[src/rtl/xbus_pkg.sv]
package xbus_pkg;

    localparam int XB_AW = 16;
    localparam int XB_DW = 8;

    typedef enum logic [1:0] {
        PH_IDLE = 2'd0,
        PH_ADDR = 2'd1,
        PH_STRB = 2'd2,
        PH_HOLD = 2'd3
    } phase_e;

    typedef struct packed {
        phase_e            phase;
        logic              wr;
        logic [XB_AW-1:0]  addr;
        logic [XB_DW-1:0]  wdata;
        logic [XB_DW-1:0]  rdata;
        logic              done;
    } seq_s;

endpackage

[src/rtl/xbus_state_timer.sv]
module xbus_state_timer #(
    parameter int STATE_CLKS = 3
) (
    input  logic clk,
    input  logic rst_n,
    input  logic run,
    output logic state_end
);

    generate
        if (STATE_CLKS <= 1) begin : g_single
            assign state_end = run;
        end else begin : g_count
            localparam int TW = $clog2(STATE_CLKS);
            localparam logic [TW-1:0] LAST = TW'(STATE_CLKS - 1);

            logic [TW-1:0] tick_d, tick_q;

            always_comb begin
                tick_d = tick_q;
                if (!run) begin
                    tick_d = '0;
                end else if (tick_q == LAST) begin
                    tick_d = '0;
                end else begin
                    tick_d = tick_q + 1'b1;
                end
            end

            always_ff @(posedge clk or negedge rst_n) begin
                if (!rst_n) begin
                    tick_q <= '0;
                end else begin
                    tick_q <= tick_d;
                end
            end

            assign state_end = run && (tick_q == LAST);

            // a state spans more than one clock, so two ends never touch
            assert_state_len_R3: assert property (@(posedge clk) disable iff (!rst_n)
                state_end |=> !state_end);
        end
    endgenerate

endmodule

[src/rtl/xbus_cycle_seq.sv]
module xbus_cycle_seq
    import xbus_pkg::*;
(
    input  logic             clk,
    input  logic             rst_n,
    input  logic             start,
    input  logic             start_wr,
    input  logic [XB_AW-1:0] start_addr,
    input  logic [XB_DW-1:0] start_wdata,
    input  logic             state_end,
    input  logic             abort,
    input  logic [XB_DW-1:0] ad_in,
    output phase_e           phase,
    output logic             wr,
    output logic [XB_AW-1:0] addr,
    output logic [XB_DW-1:0] wdata,
    output logic [XB_DW-1:0] rdata,
    output logic             done
);

    seq_s s_d, s_q;

    always_comb begin
        s_d      = s_q;
        s_d.done = 1'b0;
        if (abort) begin
            s_d.phase = PH_IDLE;
        end else begin
            unique case (s_q.phase)
                PH_IDLE: begin
                    if (start) begin
                        s_d.phase = PH_ADDR;
                        s_d.wr    = start_wr;
                        s_d.addr  = start_addr;
                        s_d.wdata = start_wdata;
                    end
                end
                PH_ADDR: if (state_end) s_d.phase = PH_STRB;
                PH_STRB: if (state_end) s_d.phase = PH_HOLD;
                PH_HOLD: begin
                    if (state_end) begin
                        s_d.phase = PH_IDLE;
                        s_d.done  = 1'b1;
                        if (!s_q.wr) begin
                            s_d.rdata = ad_in;
                        end
                    end
                end
                default: s_d.phase = PH_IDLE;
            endcase
        end
    end

    always_ff @(posedge clk or negedge rst_n) begin
        if (!rst_n) begin
            s_q <= '0;
        end else begin
            s_q <= s_d;
        end
    end

    assign phase = s_q.phase;
    assign wr    = s_q.wr;
    assign addr  = s_q.addr;
    assign wdata = s_q.wdata;
    assign rdata = s_q.rdata;
    assign done  = s_q.done;

    assert_done_single_R6: assert property (@(posedge clk) disable iff (!rst_n)
        done |=> !done);

    assert_done_after_hold_R6: assert property (@(posedge clk) disable iff (!rst_n)
        (phase == PH_HOLD && state_end && !abort) |=> (done && phase == PH_IDLE));

    assert_abort_idle_R8: assert property (@(posedge clk) disable iff (!rst_n)
        abort |=> (phase == PH_IDLE && !done));

    assert_addr_held_R7: assert property (@(posedge clk) disable iff (!rst_n)
        (phase != PH_IDLE) |=> $stable(addr));

endmodule

[src/rtl/xbus_pin_drive.sv]
module xbus_pin_drive
    import xbus_pkg::*;
(
    input  logic             rst_n,
    input  logic             hw_stop,
    input  phase_e           phase,
    input  logic             wr,
    input  logic [XB_AW-1:0] addr,
    input  logic [XB_DW-1:0] wdata,
    output logic             ctl_oe,
    output logic             ale,
    output logic             rd_n,
    output logic             wr_n,
    output logic             ad_oe,
    output logic [XB_DW-1:0] ad_out,
    output logic [XB_DW-1:0] hi_addr
);

    logic strobe_phase;
    logic addr_phase;

    always_comb begin
        addr_phase   = (phase == PH_ADDR);
        strobe_phase = (phase == PH_STRB) || (phase == PH_HOLD);
        ctl_oe       = rst_n && !hw_stop;
        ale          = addr_phase;
        rd_n         = !(strobe_phase && !wr);
        wr_n         = !(strobe_phase && wr);
        ad_oe        = ctl_oe && (addr_phase || (strobe_phase && wr));
        ad_out       = addr_phase ? addr[XB_DW-1:0] : wdata;
        hi_addr      = addr[XB_AW-1:XB_DW];
    end

endmodule

[src/rtl/xbus_ctrl.sv]
module xbus_ctrl
    import xbus_pkg::*;
#(
    parameter int                STATE_CLKS = 3,
    parameter logic [XB_AW-1:0]  EXT_BASE   = 16'h4000
) (
    input  logic             clk,
    input  logic             rst_n,
    input  logic             hw_stop,
    input  logic             req_valid,
    input  logic             req_write,
    input  logic [XB_AW-1:0] req_addr,
    input  logic [XB_DW-1:0] req_wdata,
    output logic             req_busy,
    output logic             rsp_done,
    output logic [XB_DW-1:0] rsp_rdata,
    output logic [XB_DW-1:0] bus_ad_out,
    output logic             bus_ad_oe,
    input  logic [XB_DW-1:0] bus_ad_in,
    output logic [XB_DW-1:0] bus_hi_addr,
    output logic             bus_ale,
    output logic             bus_rd_n,
    output logic             bus_wr_n,
    output logic             bus_ctl_oe
);

    phase_e            seq_phase;
    logic              seq_wr;
    logic [XB_AW-1:0]  seq_addr;
    logic [XB_DW-1:0]  seq_wdata;
    logic              state_end;
    logic              ext_hit;
    logic              accept;

    assign ext_hit  = (req_addr >= EXT_BASE);
    assign req_busy = (seq_phase != PH_IDLE);
    assign accept   = req_valid && !req_busy && !hw_stop && ext_hit;

    xbus_state_timer #(
        .STATE_CLKS (STATE_CLKS)
    ) u_timer (
        .clk       (clk),
        .rst_n     (rst_n),
        .run       (req_busy),
        .state_end (state_end)
    );

    xbus_cycle_seq u_seq (
        .clk         (clk),
        .rst_n       (rst_n),
        .start       (accept),
        .start_wr    (req_write),
        .start_addr  (req_addr),
        .start_wdata (req_wdata),
        .state_end   (state_end),
        .abort       (hw_stop),
        .ad_in       (bus_ad_in),
        .phase       (seq_phase),
        .wr          (seq_wr),
        .addr        (seq_addr),
        .wdata       (seq_wdata),
        .rdata       (rsp_rdata),
        .done        (rsp_done)
    );

    xbus_pin_drive u_pins (
        .rst_n   (rst_n),
        .hw_stop (hw_stop),
        .phase   (seq_phase),
        .wr      (seq_wr),
        .addr    (seq_addr),
        .wdata   (seq_wdata),
        .ctl_oe  (bus_ctl_oe),
        .ale     (bus_ale),
        .rd_n    (bus_rd_n),
        .wr_n    (bus_wr_n),
        .ad_oe   (bus_ad_oe),
        .ad_out  (bus_ad_out),
        .hi_addr (bus_hi_addr)
    );

    assert_strobe_excl_R9: assert property (@(posedge clk) disable iff (!rst_n)
        !(!bus_rd_n && !bus_wr_n));

    assert_ale_strobe_R9: assert property (@(posedge clk) disable iff (!rst_n)
        !(bus_ale && (!bus_rd_n || !bus_wr_n)));

    assert_int_ignored_R2: assert property (@(posedge clk) disable iff (!rst_n)
        (!req_busy && req_valid && !ext_hit) |=> !req_busy);

    assert_busy_hold_R7: assert property (@(posedge clk) disable iff (!rst_n)
        (req_busy && !hw_stop) |=> (req_busy || rsp_done));

endmodule

[config.mk]
export PLATFORM = sky130hd
export DESIGN_NAME = xbus_ctrl
export DESIGN_NICKNAME = d
export VERILOG_FILES = /design/src/rtl/xbus_pkg.sv /design/src/rtl/xbus_state_timer.sv /design/src/rtl/xbus_cycle_seq.sv /design/src/rtl/xbus_pin_drive.sv /design/src/rtl/xbus_ctrl.sv
export SDC_FILE = /design/constraint.sdc
export NUM_CORES = 1
export LEC_CHECK = 0
export ABC_AREA = 1
export BUFFER_PORTS_ARGS = -buffer_cell sky130_fd_sc_hd__buf_2
export CORE_MARGIN = 4
export CORE_UTILIZATION = 45
export DETAILED_ROUTE_END_ITERATION = 10
export GPL_TIMING_DRIVEN = 0
export HOLD_SLACK_MARGIN = 0.1
export PLACE_DENSITY = 0.71
export SETUP_SLACK_MARGIN = 0.3
export SYNTH_ARGS = -nofsm -noshare
export SYNTH_HDL_FRONTEND = slang
export SYNTH_HIERARCHICAL = 1
export SYNTH_SLANG_ARGS = --single-unit
[constraint.sdc]
create_clock -name clk -period 2.75 [get_ports clk]
set_clock_uncertainty 0.15 [all_clocks]
set_input_delay 0.275 -clock clk [delete_from_list [all_inputs] [get_ports clk]]
set_output_delay 0.275 -clock clk [all_outputs]
set_load 0.05 [all_outputs]
# [Word level (Yosys, flattened, before mapping)]
# Cells that the tools add are included.
[word_totals] reg_bits=38 input_bits=37 output_inout_bits=31 wordCells=51
[op_classes] addsub=1 order_cmp=1 n_eq_ne=8 n_mux=12 bitwise=2 n_reduce_logical=20
[op_table] cell="two-way mux 27 bit" count=1
[op_table] cell=">= comparator 16 x 15 -> 1 bit, second input constant" count=1
[op_table] cell="two-way mux 2 bit" count=6
[op_table] cell="inequality test 3 bit, second input constant" count=3
[op_table] cell="logical AND 1 bit" count=8
[op_table] cell="two-way mux 8 bit" count=1
[op_table] cell="one-hot mux 2 bit (4 select lines)" count=1
[op_table] cell="AND reduction 4 bit" count=2
[op_table] cell="equality test 2 bit, second input constant" count=3
[op_table] cell="zero test 1 bit" count=5
[op_table] cell="two-way mux 1 bit" count=3
[op_table] cell="inequality test 3 x 2 -> 1 bit, second input constant" count=1
[op_table] cell="AND reduction 3 bit" count=1
[op_table] cell="adder 2 x 1 -> 2 bit, second input constant" count=1
[op_table] cell="equality test 2 x 1 -> 1 bit, second input constant" count=1
[op_table] cell="zero test 2 bit" count=1
[op_table] cell="logical OR 1 bit" count=2
[op_table] cell="inverter 1 bit" count=2
[op_table] cell="nonzero test 2 bit" count=1

# [Longest topological paths before layout]
[logic_depth] depth_word=8 ltp_mapped=9 depth_no_buf=9

# [Hierarchy]
# Netlist, hierarchy kept.
[modules_own_cells] mod="xbus_cycle_seq" instances=1 cells_per_inst=170 area_each_um2=1550.2 seq_area_each_um2=900.9
[modules_own_cells] mod="xbus_pin_drive" instances=1 cells_per_inst=42 area_each_um2=201.4 seq_area_each_um2=0.0
[modules_own_cells] mod="xbus_state_timer" instances=1 cells_per_inst=9 area_each_um2=76.3 seq_area_each_um2=50.0
[modules_own_cells] mod="xbus_ctrl" instances=1 cells_per_inst=9 area_each_um2=38.8 seq_area_each_um2=0.0

# [Worst setup path before layout]
# Ideal clock, no wire load.
[synth_timing] path_type="reg-to-output" startpoint="reg u_seq.s_q, in the netlist u_seq/phase[1]" endpoint="out bus_ad_oe" arrival_ps=1752 required_ps=2325 setup_slack_ps=573 path_stages_with_launch=3 path_buffers=0 path_cell_list="dfrtp_1 > nand2_1 > a21oi_1"
[synth_via] elab_chain_cells=5 elab_cells_between_ends=7 cone_classes="eq/ne (3); reduce/logical (4)"
[synth_rtl] item="from (decl)" line="xbus_cycle_seq.sv:21" rtl="seq_s s_d, s_q;"
[synth_rtl] item="from (signal assigned)" line="xbus_cycle_seq.sv:56" rtl="s_q <= '0;"
[synth_rtl] item="from (signal assigned)" line="xbus_cycle_seq.sv:58" rtl="s_q <= s_d;"
[synth_rtl] item="equality test 2 bit" line="xbus_pin_drive.sv:24" rtl="strobe_phase = (phase == PH_STRB) || (phase == PH_HOLD);"
[synth_rtl] item="logical OR 1 bit" line="xbus_pin_drive.sv:24"
[synth_rtl] item="logical AND 1 bit" line="xbus_pin_drive.sv:29" rtl="ad_oe = ctl_oe && (addr_phase || (strobe_phase && wr));"
[synth_rtl] item="logical OR 1 bit (*)" line="xbus_pin_drive.sv:29"
[synth_rtl] item="logical AND 1 bit (*)" line="xbus_pin_drive.sv:29"
[synth_rtl] item="to (decl)" line="xbus_ctrl.sv:18" rtl="output logic bus_ad_oe,"
# Every way passes the cells marked *; elsewhere a longest branch is shown, timed or not.

# [Worst setup path after layout]
[layout_timing] startpoint="reg u_seq.s_q, in the netlist u_seq/phase[0]" endpoint="out bus_ad_out[5]"
[layout_via] elab_chain_cells=2
[layout_rtl] item="equality test 2 x 1 -> 1 bit" line="xbus_pin_drive.sv:23" rtl="addr_phase = (phase == PH_ADDR);"
[layout_rtl] item="two-way mux 8 bit" line="xbus_pin_drive.sv:30" rtl="ad_out = addr_phase ? addr[XB_DW-1:0] : wdata;"
[layout_rtl] item="to (decl)" line="xbus_ctrl.sv:17" rtl="output logic [XB_DW-1:0] bus_ad_out,"
# Every way passes these cells.

==> impl_metrics.ini <==
[detailed_routing]
wirelength_um = 4388
vias = 1739
vias_per_cell = 4.529
route.antenna.remaining_nets = 0
first_pass_iters = 4
drc_errors = 0
drt-initial-drc-count = 83
wl_per_cell_um = 11.43

[sta]
final_hold_viol_count = 0
relSlewSlack = 0.7886
max_freq_mhz = 509.7
rsz0062_at_grt = no
drv_slew = 0
timing.setup.tns_ns = 0
layout_min_cycle_time_ns = 1.962
tightest_slew_ns = 0.3152
fin_crit_sh = 0.7134
setup_viol_count_final = 0

[clock_network]
htree_levels = 2
clk-insertion-delay-late_ns = 0.28
cts_buffer_depth = 2
cts_tree = done
numCtsBuffers = 5
post_cts_buffers = 0
clkTransAtPathRegs_ns = 0.07
cts_sinks = 38
root_buffer = clkbuf_8

[yosys]
synth-warning-count = 6
synthSimpleGateAreaFrac = 0.2493
syn-cell-area_mm2 = 0.001867
synthXorXnorAreaFrac = 0
synthArstFlopShare = 1.000
avgSynthCellArea_um2 = 8.116
synth_edf_count = 0
synth-seq-cells = 38
synth_top_area_share = 0.5094
synth_compound_area_frac = 0.07172
muxShareOfSynthArea = 0
ys.flop_type = dfrtp_1
yosys.area.top_type = dfrtp_1
synth.distinct_cells = 19
synth_top_family_by_area = simple AND/OR/NAND/NOR gates
synth_fa_ha_area_frac = 0.02681
ys_top_cells_by_count = 82 x nand2_1, 38 x dfrtp_1, 38 x inv_1, 21 x o21ai_0, 10 x nand3_1
yosysSeqAreaShare = 0.5094
synth_most_common_cell = nand2_1
netlist_instances = 230
yosys-top-cells-area = dfrtp_1 51%, nand2_1 16%, inv_1 7.6%
synth_nets = 271

[setup_path]
crit_type = flop to primary output
worstPathRequired_ns = 2.33
r2r_cells = 9
critPathArrivalTime_ns = 1.54
critPathLaunchType = flop
cp-end-kind = primary output
cp_max_fo = 9

[placement]
hpwlAfterDp_um = 2951
portBuffers = 67
gp_congestion = 0.8195

[global_route]
gr-total-overflow = 0
grtUsageTotal = 0.1805
first_global_vias = 1733
antenna_found_initial = 0
grt_max_degree = 39
grt_pass1_wl_um = 7472

[floorplanning]
die-area_mm2 = 0.005243
die-width_um = 72.41
die_h_um = 72.41
num_rows = 23
core_mm2 = 0.004000
ios = 68
start_util = 0.4667

[finish]
drive_above_1_share = 0.2934
n_fill_cell = 341
antennaDiodeCount = 0
area_delta_synth_final_pct = 42.29
fin_util = 0.6641
fin_nets = 374

[run]
drv_cap = 0

[power]
leakage_nw = 1.553
peakVddDrop_mv = 0.3940
power_density_mw_per_mm2 = 982.6

[worst_hold_path]
hold_depth = 3
hold_class = input pin to flop

[run_status]
status = finished, final reports clean
## worst max-delay path: stages, from the launching register on
cell,delay [ns]
dfrtp_1,0.51
inv_1,0.12
nor2_4,0.22
nand2_1,0.08
nand2_1,0.07
buf_2,0.26
## registers in the layout, indices dropped and copies added (netlist names)
register and flops:
u_seq/wr 1, u_seq/wdata 8, u_timer/g_count.tick_q 2, u_seq/phase 2
u_seq/done 1, u_seq/rdata 8, u_seq/addr 16
## cell usage in the layout (no fill, tap or decap), types with 4 or more instances in the layout
cell            n
dfrtp_1        38
ha_1            4
buf_4           8
nand2_1        82
clkbuf_8        6
inv_1          38
buf_6           5
nand3_1        10
buf_2          67
o21ai_0        21
nor2_1          8
dlygate4sd3_1  28
## cell type report
cell class / instances / area, um^2 / share of cell area
plain buffers: 13 / 116.4 / 0.04381
inverters: 40 / 150.1 / 0.05652
clock buffers: 7 / 86.33 / 0.03250
multi-input cells: 139 / 649.4 / 0.2445
repair buffers: 96 / 635.6 / 0.2393
well taps: 50 / 62.56 / 0.02355
clock inverters: 1 / 5.005 / 0.001884
flip-flops and latches: 38 / 950.9 / 0.3580
## power breakdown
part / internal, mW / leakage (nW) / switching [mW]
registers: 0.756 / 0.491 / 0.122
clock network: 0.202 / 0.0482 / 0.183
logic: 0.404 / 1.01 / 0.943
## cell families after synthesis
group,count (synthesis)
simple gates,109
compound gates,26
flops,38
buf+inv,53
fa+ha+maj,4
## what timing repair did
action	4_1_cts	5_1_grt
setup endpoints to repair	0	0
hold endpoints to repair	65	0
hold buffers	29	0
resized for setup	0	0
## stage by stage
| step | hold WS, ns | instance area, um^2 | setup WS, ns | instances | power [mW] |
|---|---|---|---|---|---|
| floorplan | -0.1706 | 1867 | 0.5729 | 230 | 1.910 |
| global placement | 0.2563 | 2265 | 0.7625 | 347 | 2.178 |
| detailed placement | 0.2644 | 2265 | 0.7497 | 347 | 2.208 |
| CTS | 0.1045 | 2656 | 0.7619 | 384 | 2.635 |
| global route | 0.1098 | 2656 | 0.6180 | 384 | 2.795 |
| finish | 0.1117 | 2656 | 0.7880 | 384 | 2.610 |
## final timing paths
check,to,slack [ns],startpoint
worst max-delay path,bus_ad_out[5],0.79,u_seq/phase[0]$_DFFE_PN0P_
worst min-delay path,u_seq/addr[0]$_DFFE_PN0P_,0.11,req_addr[0]
worst max register to register,u_seq/rdata[6]$_DFFE_PN0P_,0.92,u_seq/phase[1]$_DFFE_PN0P_
worst min register to register,u_timer/g_count.tick_q[0]$_DFF_PN0_,0.27,u_timer/g_count.tick_q[1]$_DFF_PN0_
max in group asynchronous,u_seq/addr[15]$_DFFE_PN0P_,1.84,rst_n
min in group asynchronous,u_seq/addr[7]$_DFFE_PN0P_,0.43,rst_n
## layer usage
| layer | global-route usage | vias to the layer above | wire (um) |
|---|---|---|---|
| met3 | 0.02909 | 2 | 262 |
| met1 | 0.2284 | 801 | 1984 |
| met4 | 0.05943 | 0 | 12 |
| met2 | 0.3145 | 49 | 2128 |
| met5 | 0 | - | 0 |
| li1 | - | 887 | - |
Note: power is estimated with default switching activity, not from simulation.
